<file path="src/rtl/kbc_pkg.sv">
package kbc_pkg;
  localparam logic [7:0] CMD_ENTER_UPD = 8'hB4;
  localparam logic [7:0] CMD_EXIT_UPD  = 8'hFE;
  localparam logic [7:0] REPLY_ACK     = 8'hFA;

  typedef enum logic {
    MODE_NORMAL = 1'b0,
    MODE_UPDATE = 1'b1
  } exec_mode_e;
endpackage

</file>
<file path="src/rtl/kbc_in_buf.sv">
module kbc_in_buf #(
  parameter int CMD_DELAY = 8
) (
  input  logic       clk_i,
  input  logic       rst_ni,
  input  logic       wr_i,
  input  logic       is_cmd_i,
  input  logic [7:0] wdata_i,
  input  logic       pop_i,
  output logic       full_o,
  output logic       is_cmd_o,
  output logic [7:0] byte_o,
  output logic       cmd_take_o
);
  localparam int CNT_W = $clog2(CMD_DELAY + 1);

  logic [CNT_W-1:0] cnt_q;
  logic             full_q, cmd_q;
  logic [7:0]       byte_q;

  assign cmd_take_o = full_q && cmd_q && (cnt_q == CNT_W'(1));

  always_ff @(posedge clk_i or negedge rst_ni) begin
    if (!rst_ni) begin
      full_q <= 1'b0;
      cmd_q  <= 1'b0;
      byte_q <= '0;
      cnt_q  <= '0;
    end else if (!full_q) begin
      if (wr_i) begin
        full_q <= 1'b1;
        cmd_q  <= is_cmd_i;
        byte_q <= wdata_i;
        cnt_q  <= CNT_W'(CMD_DELAY);
      end
    end else if (cmd_q) begin
      if (cmd_take_o) full_q <= 1'b0;
      else            cnt_q  <= cnt_q - CNT_W'(1);
    end else if (pop_i) begin
      full_q <= 1'b0;
    end
  end

  assign full_o   = full_q;
  assign is_cmd_o = cmd_q;
  assign byte_o   = byte_q;
endmodule

</file>
<file path="src/rtl/kbc_cmd_dec.sv">
module kbc_cmd_dec
  import kbc_pkg::*;
(
  input  logic       clk_i,
  input  logic       rst_ni,
  input  logic       take_i,
  input  logic [7:0] cmd_i,
  output logic       reply_o,
  output logic       update_mode_o,
  output logic       reset_req_o
);
  exec_mode_e mode_q;
  logic       req_q;
  logic       is_enter, is_exit;

  assign is_enter = take_i && (cmd_i == CMD_ENTER_UPD);
  assign is_exit  = take_i && (cmd_i == CMD_EXIT_UPD);
  assign reply_o  = is_enter;

  always_ff @(posedge clk_i or negedge rst_ni) begin
    if (!rst_ni) begin
      mode_q <= MODE_NORMAL;
      req_q  <= 1'b0;
    end else begin
      req_q <= is_exit && (mode_q == MODE_NORMAL);
      if (is_enter)     mode_q <= MODE_UPDATE;
      else if (is_exit) mode_q <= MODE_NORMAL;
    end
  end

  assign update_mode_o = (mode_q == MODE_UPDATE);
  assign reset_req_o   = req_q;
endmodule

</file>
<file path="src/rtl/kbc_out_buf.sv">
module kbc_out_buf
  import kbc_pkg::*;
(
  input  logic       clk_i,
  input  logic       rst_ni,
  input  logic       reply_i,
  input  logic       push_i,
  input  logic [7:0] push_data_i,
  input  logic       host_take_i,
  output logic       full_o,
  output logic [7:0] byte_o
);
  logic       full_q;
  logic [7:0] byte_q;

  always_ff @(posedge clk_i or negedge rst_ni) begin
    if (!rst_ni) begin
      full_q <= 1'b0;
      byte_q <= '0;
    end else if (reply_i) begin
      full_q <= 1'b1;
      byte_q <= REPLY_ACK;
    end else if (push_i && !full_q) begin
      full_q <= 1'b1;
      byte_q <= push_data_i;
    end else if (host_take_i) begin
      full_q <= 1'b0;
    end
  end

  assign full_o = full_q;
  assign byte_o = byte_q;
endmodule

</file>
<file path="src/rtl/kbc_mailbox.sv">
module kbc_mailbox #(
  parameter int                 ADDR_W    = 8,
  parameter logic [ADDR_W-1:0]  DATA_PORT = ADDR_W'(8'h60),
  parameter logic [ADDR_W-1:0]  CMD_PORT  = ADDR_W'(8'h64),
  parameter int                 CMD_DELAY = 8
) (
  input  logic              clk_i,
  input  logic              rst_ni,
  input  logic [ADDR_W-1:0] host_addr_i,
  input  logic              host_wr_i,
  input  logic [7:0]        host_wdata_i,
  input  logic              host_rd_i,
  output logic [7:0]        host_rdata_o,
  output logic              ctl_in_valid_o,
  output logic [7:0]        ctl_in_byte_o,
  input  logic              ctl_pop_i,
  input  logic              ctl_push_i,
  input  logic [7:0]        ctl_push_data_i,
  output logic              ctl_out_full_o,
  output logic              update_mode_o,
  output logic              sys_reset_req_o
);
  logic       sel_data, sel_cmd;
  logic       ibf, in_is_cmd, cmd_take, reply, obf;
  logic [7:0] in_byte, out_byte;

  assign sel_data = (host_addr_i == DATA_PORT);
  assign sel_cmd  = (host_addr_i == CMD_PORT);

  kbc_in_buf #(.CMD_DELAY(CMD_DELAY)) u_in (
    .clk_i, .rst_ni,
    .wr_i      (host_wr_i && (sel_data || sel_cmd)),
    .is_cmd_i  (sel_cmd),
    .wdata_i   (host_wdata_i),
    .pop_i     (ctl_pop_i),
    .full_o    (ibf),
    .is_cmd_o  (in_is_cmd),
    .byte_o    (in_byte),
    .cmd_take_o(cmd_take)
  );

  kbc_cmd_dec u_dec (
    .clk_i, .rst_ni,
    .take_i       (cmd_take),
    .cmd_i        (in_byte),
    .reply_o      (reply),
    .update_mode_o(update_mode_o),
    .reset_req_o  (sys_reset_req_o)
  );

  kbc_out_buf u_out (
    .clk_i, .rst_ni,
    .reply_i    (reply),
    .push_i     (ctl_push_i),
    .push_data_i(ctl_push_data_i),
    .host_take_i(host_rd_i && sel_data),
    .full_o     (obf),
    .byte_o     (out_byte)
  );

  always_comb begin
    if (sel_cmd)       host_rdata_o = {6'b0, ibf, obf};
    else if (sel_data) host_rdata_o = out_byte;
    else               host_rdata_o = 8'h00;
  end

  assign ctl_in_valid_o = ibf && !in_is_cmd;
  assign ctl_in_byte_o  = in_byte;
  assign ctl_out_full_o = obf;
endmodule

</file>
<file path="config.mk">
export PLATFORM = sky130hd
export DESIGN_NAME = kbc_mailbox
export DESIGN_NICKNAME = d
export VERILOG_FILES = /design/src/rtl/kbc_pkg.sv /design/src/rtl/kbc_in_buf.sv /design/src/rtl/kbc_cmd_dec.sv /design/src/rtl/kbc_out_buf.sv /design/src/rtl/kbc_mailbox.sv
export SDC_FILE = /design/constraint.sdc
export NUM_CORES = 1
export LEC_CHECK = 0
export BUFFER_PORTS_ARGS = -buffer_cell sky130_fd_sc_hd__buf_4
export CORE_AREA = 2 2 65 61
export DETAILED_ROUTE_END_ITERATION = 7
export DIE_AREA = 0 0 67 63
export GPL_TIMING_DRIVEN = 0
export PLACE_DENSITY_LB_ADDON = 0.3
export SLEW_MARGIN = 0
export SYNTH_ARGS = -nofsm -noshare
export SYNTH_HDL_FRONTEND = slang
export SYNTH_SLANG_ARGS = --single-unit
</file>
<file path="constraint.sdc">
create_clock -name clk_i -period 4.5 [get_ports clk_i]
set_clock_uncertainty 0.05 [all_clocks]
set_input_delay 0.225 -clock clk_i [delete_from_list [all_inputs] [get_ports clk_i]]
set_output_delay 0.225 -clock clk_i [all_outputs]
set_load 0.02 [all_outputs]
</file>
Word level (Yosys, flattened, before mapping)

Cells that the tools add are included.

$add $sub $neg: 1
Equal/unequal tests: 7
Muxes and demuxes: 18
Bitwise operators: 2
Reductions and logical operators: 18

Operators with widths:

| cell                                             | number |
|---|---|
| two-way mux 8 bit                                | 4 |
| == test 8 x 7 -> 1 bit, second input constant    | 2 |
| == test 8 bit, second input constant             | 2 |
| two-way mux 4 bit                                | 4 |
| two-way mux 1 bit                                | 10 |
| logical AND 1 bit                                | 9 |
| nonzero test 2 bit                               | 3 |
| == test 4 x 1 -> 1 bit, second input constant    | 1 |
| inequality test 2 bit, second input constant     | 2 |
| subtractor 4 x 1 -> 4 bit, second input constant | 1 |
| AND reduction 3 bit                              | 1 |
| nonzero test 3 bit                               | 1 |
| zero test 1 bit                                  | 2 |
| NOT 1 bit                                        | 2 |
| AND reduction 2 bit                              | 1 |
| logical OR 1 bit                                 | 1 |

Bits in registers: 25
Bits of input ports: 30
Word-level logic and storage cells: 54

Logic depth before layout (Yosys ltp)

Depth after elaboration: 5
Mapped depth: 6

Hierarchy

A second synthesis with hierarchy kept.

Cell total of the unflattened synthesis: 147
Area, all modules: 1,368.8 µm²

Modules (own cells, without submodules):

| module      | instances | cells each | area each (µm²) | seq. area each (µm²) |
|---|---|---|---|---|
| kbc_in_buf  | 1         | 69         | 634.4           | 350.3 |
| kbc_out_buf | 1         | 38         | 412.9           | 225.2 |
| kbc_mailbox | 1         | 28         | 195.2           | 0.0 |
| kbc_cmd_dec | 1         | 12         | 126.4           | 50.0 |

Worst setup path after synthesis

No wires, ideal clock.

Path kind: reg2reg
Start point: register u_in.full_q, in the netlist u_in.full_o
End point: register u_in.byte_q[0], in the netlist u_in.byte_o[0]
Library setup time: 125 ps
Arrival time: 1,485 ps
Required time: 4,325 ps
Slack: 2,841 ps
Stages on the path, launching flop included: 6
Period minus slack after synthesis: 1,659 ps
Path through: dfrtp_1 buf_6 nor4b_1 and3_1 buf_2 mux2_2

Longest elaborated chain between the ends: 2

RTL lines:

| what                                 | line             | source |
|---|---|---|
| start, declared                      | kbc_in_buf.sv:18 | `logic full_q, cmd_q;` |
| start signal, assigned               | kbc_in_buf.sv:25 | `full_q <= 1'b0;` |
| start signal, assigned               | kbc_in_buf.sv:31 | `full_q <= 1'b1;` |
| start signal, assigned               | kbc_in_buf.sv:37 | `if (cmd_take_o) full_q <= 1'b0;` |
| NOT 1 bit (no source line)           | -                |  |
| AND reduction 2 bit (no source line) | -                |  |
| end signal, assigned                 | kbc_in_buf.sv:33 | `byte_q <= wdata_i;` |
| end, declared                        | kbc_in_buf.sv:19 | `logic [7:0] byte_q;` |

No other way between the ends.
A chain may end at the register's enable or synchronous reset.

Final worst setup path

Start point: register u_in.full_q, in the netlist u_in.full_o
End point: register u_in.byte_q[1], in the netlist u_in.byte_o[1]

Same word-level chain as after synthesis.

==> impl_metrics.ini <==
[global_route]
grt.met1_usage_pct = 16.7
grt_antenna_before_repair = 0
grt.met2_usage_pct = 24.8
groute.layer.met3.usage_pct = 2.16
grt_pass1_wl_um = 4640
grt.overflow.total = 0
grt_most_used_layer = met2
first_global_vias = 1113
grt_max_degree = 26
groute.usage.overall_pct = 14.0

[clocking]
cts_num_sinks = 25
tritoncts = done
cts_made_buffers = 3
cts.htree.levels = 1
cts_root_buf = sky130_fd_sc_hd__clkbuf_8
clk_pin_slew_ps = 90
clock_latency_ps = 260
clockBufferDepth = 2

[finish]
area_taken_by_flip_flops_and_latches_um2 = 626
multi_input_area_um2 = 607
drive_above_1_share_pct = 45.2
nFillCells = 350
area_growth_syn_to_layout_pct = 37.6
layout_commonest_cell = sky130_fd_sc_hd__buf_4
antenna_cells = 0
layout_common_cells = sky130_fd_sc_hd__buf_4, sky130_fd_sc_hd__dfrtp_1, sky130_fd_sc_hd__mux2_2
fin_nets = 199

[pwr]
cellLeakagePower_nw = 0.847
clock_power_share_pct = 29.4
cellInternalPower_mw = 0.340
net-switching-power_mw = 0.108
power_frac_seq_pct = 55.1
power_frac_comb_pct = 15.5
power-per-cell-area_nw_per_um2 = 253
irDropWorstVdd_mv = 0.182
power_switching_share_pct = 24.1

[timing]
worst_slack_ps = 2690
finalSetupTns_ps = 0
tightestPinTransition_ps = 378
timing.final.max_slew_violations = 0
unrepaired_setup_endpoints_after_global_routing = false
relSlewSlack_pct = 74.4
period_share_pct = 40.3
final-hold-violation-count = 0
fmaxAchievable_ghz = 0.552
fin_crit_ps = 1810
final-setup-viol-count = 0

[yosys]
post_synthesis_compound_gate_area_fraction_pct = 6.03
yosys_warnings = 0
syn_area_per_cell_um2 = 11.5
yosys.area_share.simple_pct = 22.6
portion_of_the_post_synthesis_area_used_by_sequential_elements_pct = 48.6
synth.net_count = 144
synthesis.area_um2 = 1290
synth.ff_latch_count = 25
yosys-mux-area-fraction_pct = 15.8
synth_top_family_by_area = simple AND/OR/NAND/NOR gates
netlist-cell-type-count = 34
synth_fa_ha_area_share_pct = 1.94
yosys.area_share.xor_xnor_pct = 0.680
post_synth_inst_count = 112

[placement]
globalplace.congestion = 0.728
pre_cts_setup_slack_ps = 2610
dp_hpwl_um = 2180
place.port_buffers = 49

[route]
routed_wire_length_per_instance_um = 13.0
initialDrtViolationCount = 10
detail_route.first_pass.iterations = 4
drt-vias-per-instance = 4.87
detailroute.via_count = 1032
routed_wirelength_um = 2750
drc_violations_left = 0
ant_nets = 0

[floorplan]
core_um2 = 3570
die-area_um2 = 4220
start_util_pct = 36.0
placement_rows = 21
chipHeight_um = 63
die_width_um = 67
floorplan.io_pins = 50

[critical_path]
cells_traversed_along_the_worst_timing_path = buf_6, nor4b_1, and3_1, buf_2, mux2_2
path_class = register to register
timing.critical_path.to_type = register
cp_slowest_stage_delay_ps = 380
timing.critical_path.slowest_stage_cell = sky130_fd_sc_hd__dfrtp_1
worst-endpoint-required_ps = 4610
worst-path-max-fanout = 10
critical_path.startpoint_type = register
worstPathArrival_ps = 1920

[job]
timing.max_cap.violations = 0

[status]
outcome = completed

[hold_path]
min_delay_path_class = input port to register
-- worst paths after layout --
path | depth (start not counted) | slack [ps] | from | to
min in group asynchronous | 2 | 350 | rst_ni | u_in.byte_o[1]
worst max-delay path | 5 | 2690 | u_in.full_o | u_in.byte_o[1]
worst min register to register | 2 | 440 | u_out.byte_o[7] | u_out.byte_o[7]
worst min-delay path | 3 | 120 | ctl_push_data_i[7] | u_out.byte_o[7]
worst max register to register | 5 | 2690 | u_in.full_o | u_in.byte_o[1]
max in group asynchronous | 2 | 3820 | rst_ni | u_in.cnt_q[0]
-- routing by layer --
metal	up-vias	share of wire (%)
met5	-	0
met4	0	0.69
met3	2	5.5
met2	30	50
met1	494	43
li1	506	-
-- flip-flops by register name, indices dropped and copies added (netlist names) --
signal,flops
u_in.full_o,1
u_in.is_cmd_o,1
u_dec.update_mode_o,1
u_out.full_o,1
u_dec.reset_req_o,1
u_in.cnt_q,4
u_in.byte_o,8
u_out.byte_o,8
-- timing repair --
action,CTS,global route
hold buffers,1,0
gates resized for setup,0,0
buffers inserted,0,0
endpoints found under the hold margin,25,0
-- worst max-delay path, delay by kind of cell, from the launching register on --
kind	cells	cell delay, ps
muxes	1	360
DFF	1	380
buffers and inverters	2	410
and+or+nand+nor	2	500
-- synthesized netlist by cell type --
library cell / count / area [µm²]
sky130_fd_sc_hd__dfrtp_1: 25 / 626
sky130_fd_sc_hd__mux2_2: 11 / 124
sky130_fd_sc_hd__nand2_1: 9 / 33.8
sky130_fd_sc_hd__and2_1: 8 / 50.1
sky130_fd_sc_hd__mux2i_1: 8 / 80.1
sky130_fd_sc_hd__inv_1: 4 / 15.0
sky130_fd_sc_hd__nor2_1: 4 / 15.0
sky130_fd_sc_hd__nor4b_1: 4 / 35.0
sky130_fd_sc_hd__nand2b_1: 3 / 18.8
sky130_fd_sc_hd__nand3_1: 3 / 15.0
sky130_fd_sc_hd__o21ai_0: 3 / 15.0
sky130_fd_sc_hd__a22o_1: 2 / 17.5
sky130_fd_sc_hd__and2_4: 2 / 17.5
sky130_fd_sc_hd__and3_1: 2 / 12.5
sky130_fd_sc_hd__buf_2: 2 / 10.0
sky130_fd_sc_hd__buf_6: 2 / 22.5
sky130_fd_sc_hd__ha_1: 2 / 25.0
sky130_fd_sc_hd__nor2b_1: 2 / 12.5
sky130_fd_sc_hd__a21oi_1: 1 / 5.00
sky130_fd_sc_hd__a22oi_1: 1 / 7.51
sky130_fd_sc_hd__a31o_2: 1 / 8.76
sky130_fd_sc_hd__and3b_1: 1 / 8.76
sky130_fd_sc_hd__and4_1: 1 / 8.76
sky130_fd_sc_hd__and4b_1: 1 / 10.0
sky130_fd_sc_hd__and4bb_4: 1 / 16.3
sky130_fd_sc_hd__buf_4: 1 / 7.51
sky130_fd_sc_hd__nand4_2: 1 / 12.5
sky130_fd_sc_hd__nor3b_1: 1 / 7.51
sky130_fd_sc_hd__o22ai_1: 1 / 6.26
sky130_fd_sc_hd__o2bb2ai_1: 1 / 8.76
sky130_fd_sc_hd__o31a_1: 1 / 8.76
sky130_fd_sc_hd__or3_1: 1 / 6.26
sky130_fd_sc_hd__or4_4: 1 / 11.3
sky130_fd_sc_hd__xnor2_1: 1 / 8.76
-- cell families after synthesis --
kind of cell               Yosys count
DFF                                 25
adders and majority gates            2
AOI/OAI and AO/OA                   11
and+or+nand+nor                     45
buffers and inverters                9
xor gates and xnor gates             1
muxes                               19
-- layout make-up --
type / count / share of cell area [%]
Tap cell: 46 / 3.25
Timing Repair Buffer: 50 / 21.3
Multi-Input combinational cell: 78 / 34.3
Buffer: 5 / 2.26
Clock buffer: 3 / 2.33
Inverter: 4 / 0.847
Clock inverter: 1 / 0.424
Sequential cell: 25 / 35.3
-- through the flow --
step / utilization, % / hold WS, ps / cells / area [µm²] / power (mW)
after detailed placement: 47.9 / 94.1 / 207 / 1710 / 0.321
after CTS: 49.6 / 113 / 212 / 1770 / 0.455
final: 49.6 / 120 / 212 / 1770 / 0.448
after floorplan: - / -121 / 112 / 1290 / 0.280
after global routing: 49.6 / 114 / 212 / 1770 / 0.474
after global placement: 47.9 / 95.9 / 207 / 1710 / 0.318
-- power by group through the flow --
| stage | sequential (mW) | combinational [mW] | clock (mW) |
|---|---|---|---|
| finish | 0.247 | 0.0694 | 0.132 |
| global route | 0.249 | 0.0761 | 0.149 |
| CTS | 0.247 | 0.0709 | 0.137 |
| floorplan | 0.256 | 0.0237 | 0 |
| detailed placement | 0.251 | 0.0699 | 0 |
| global placement | 0.251 | 0.0678 | 0 |
Power figures use the tool's default switching activity.
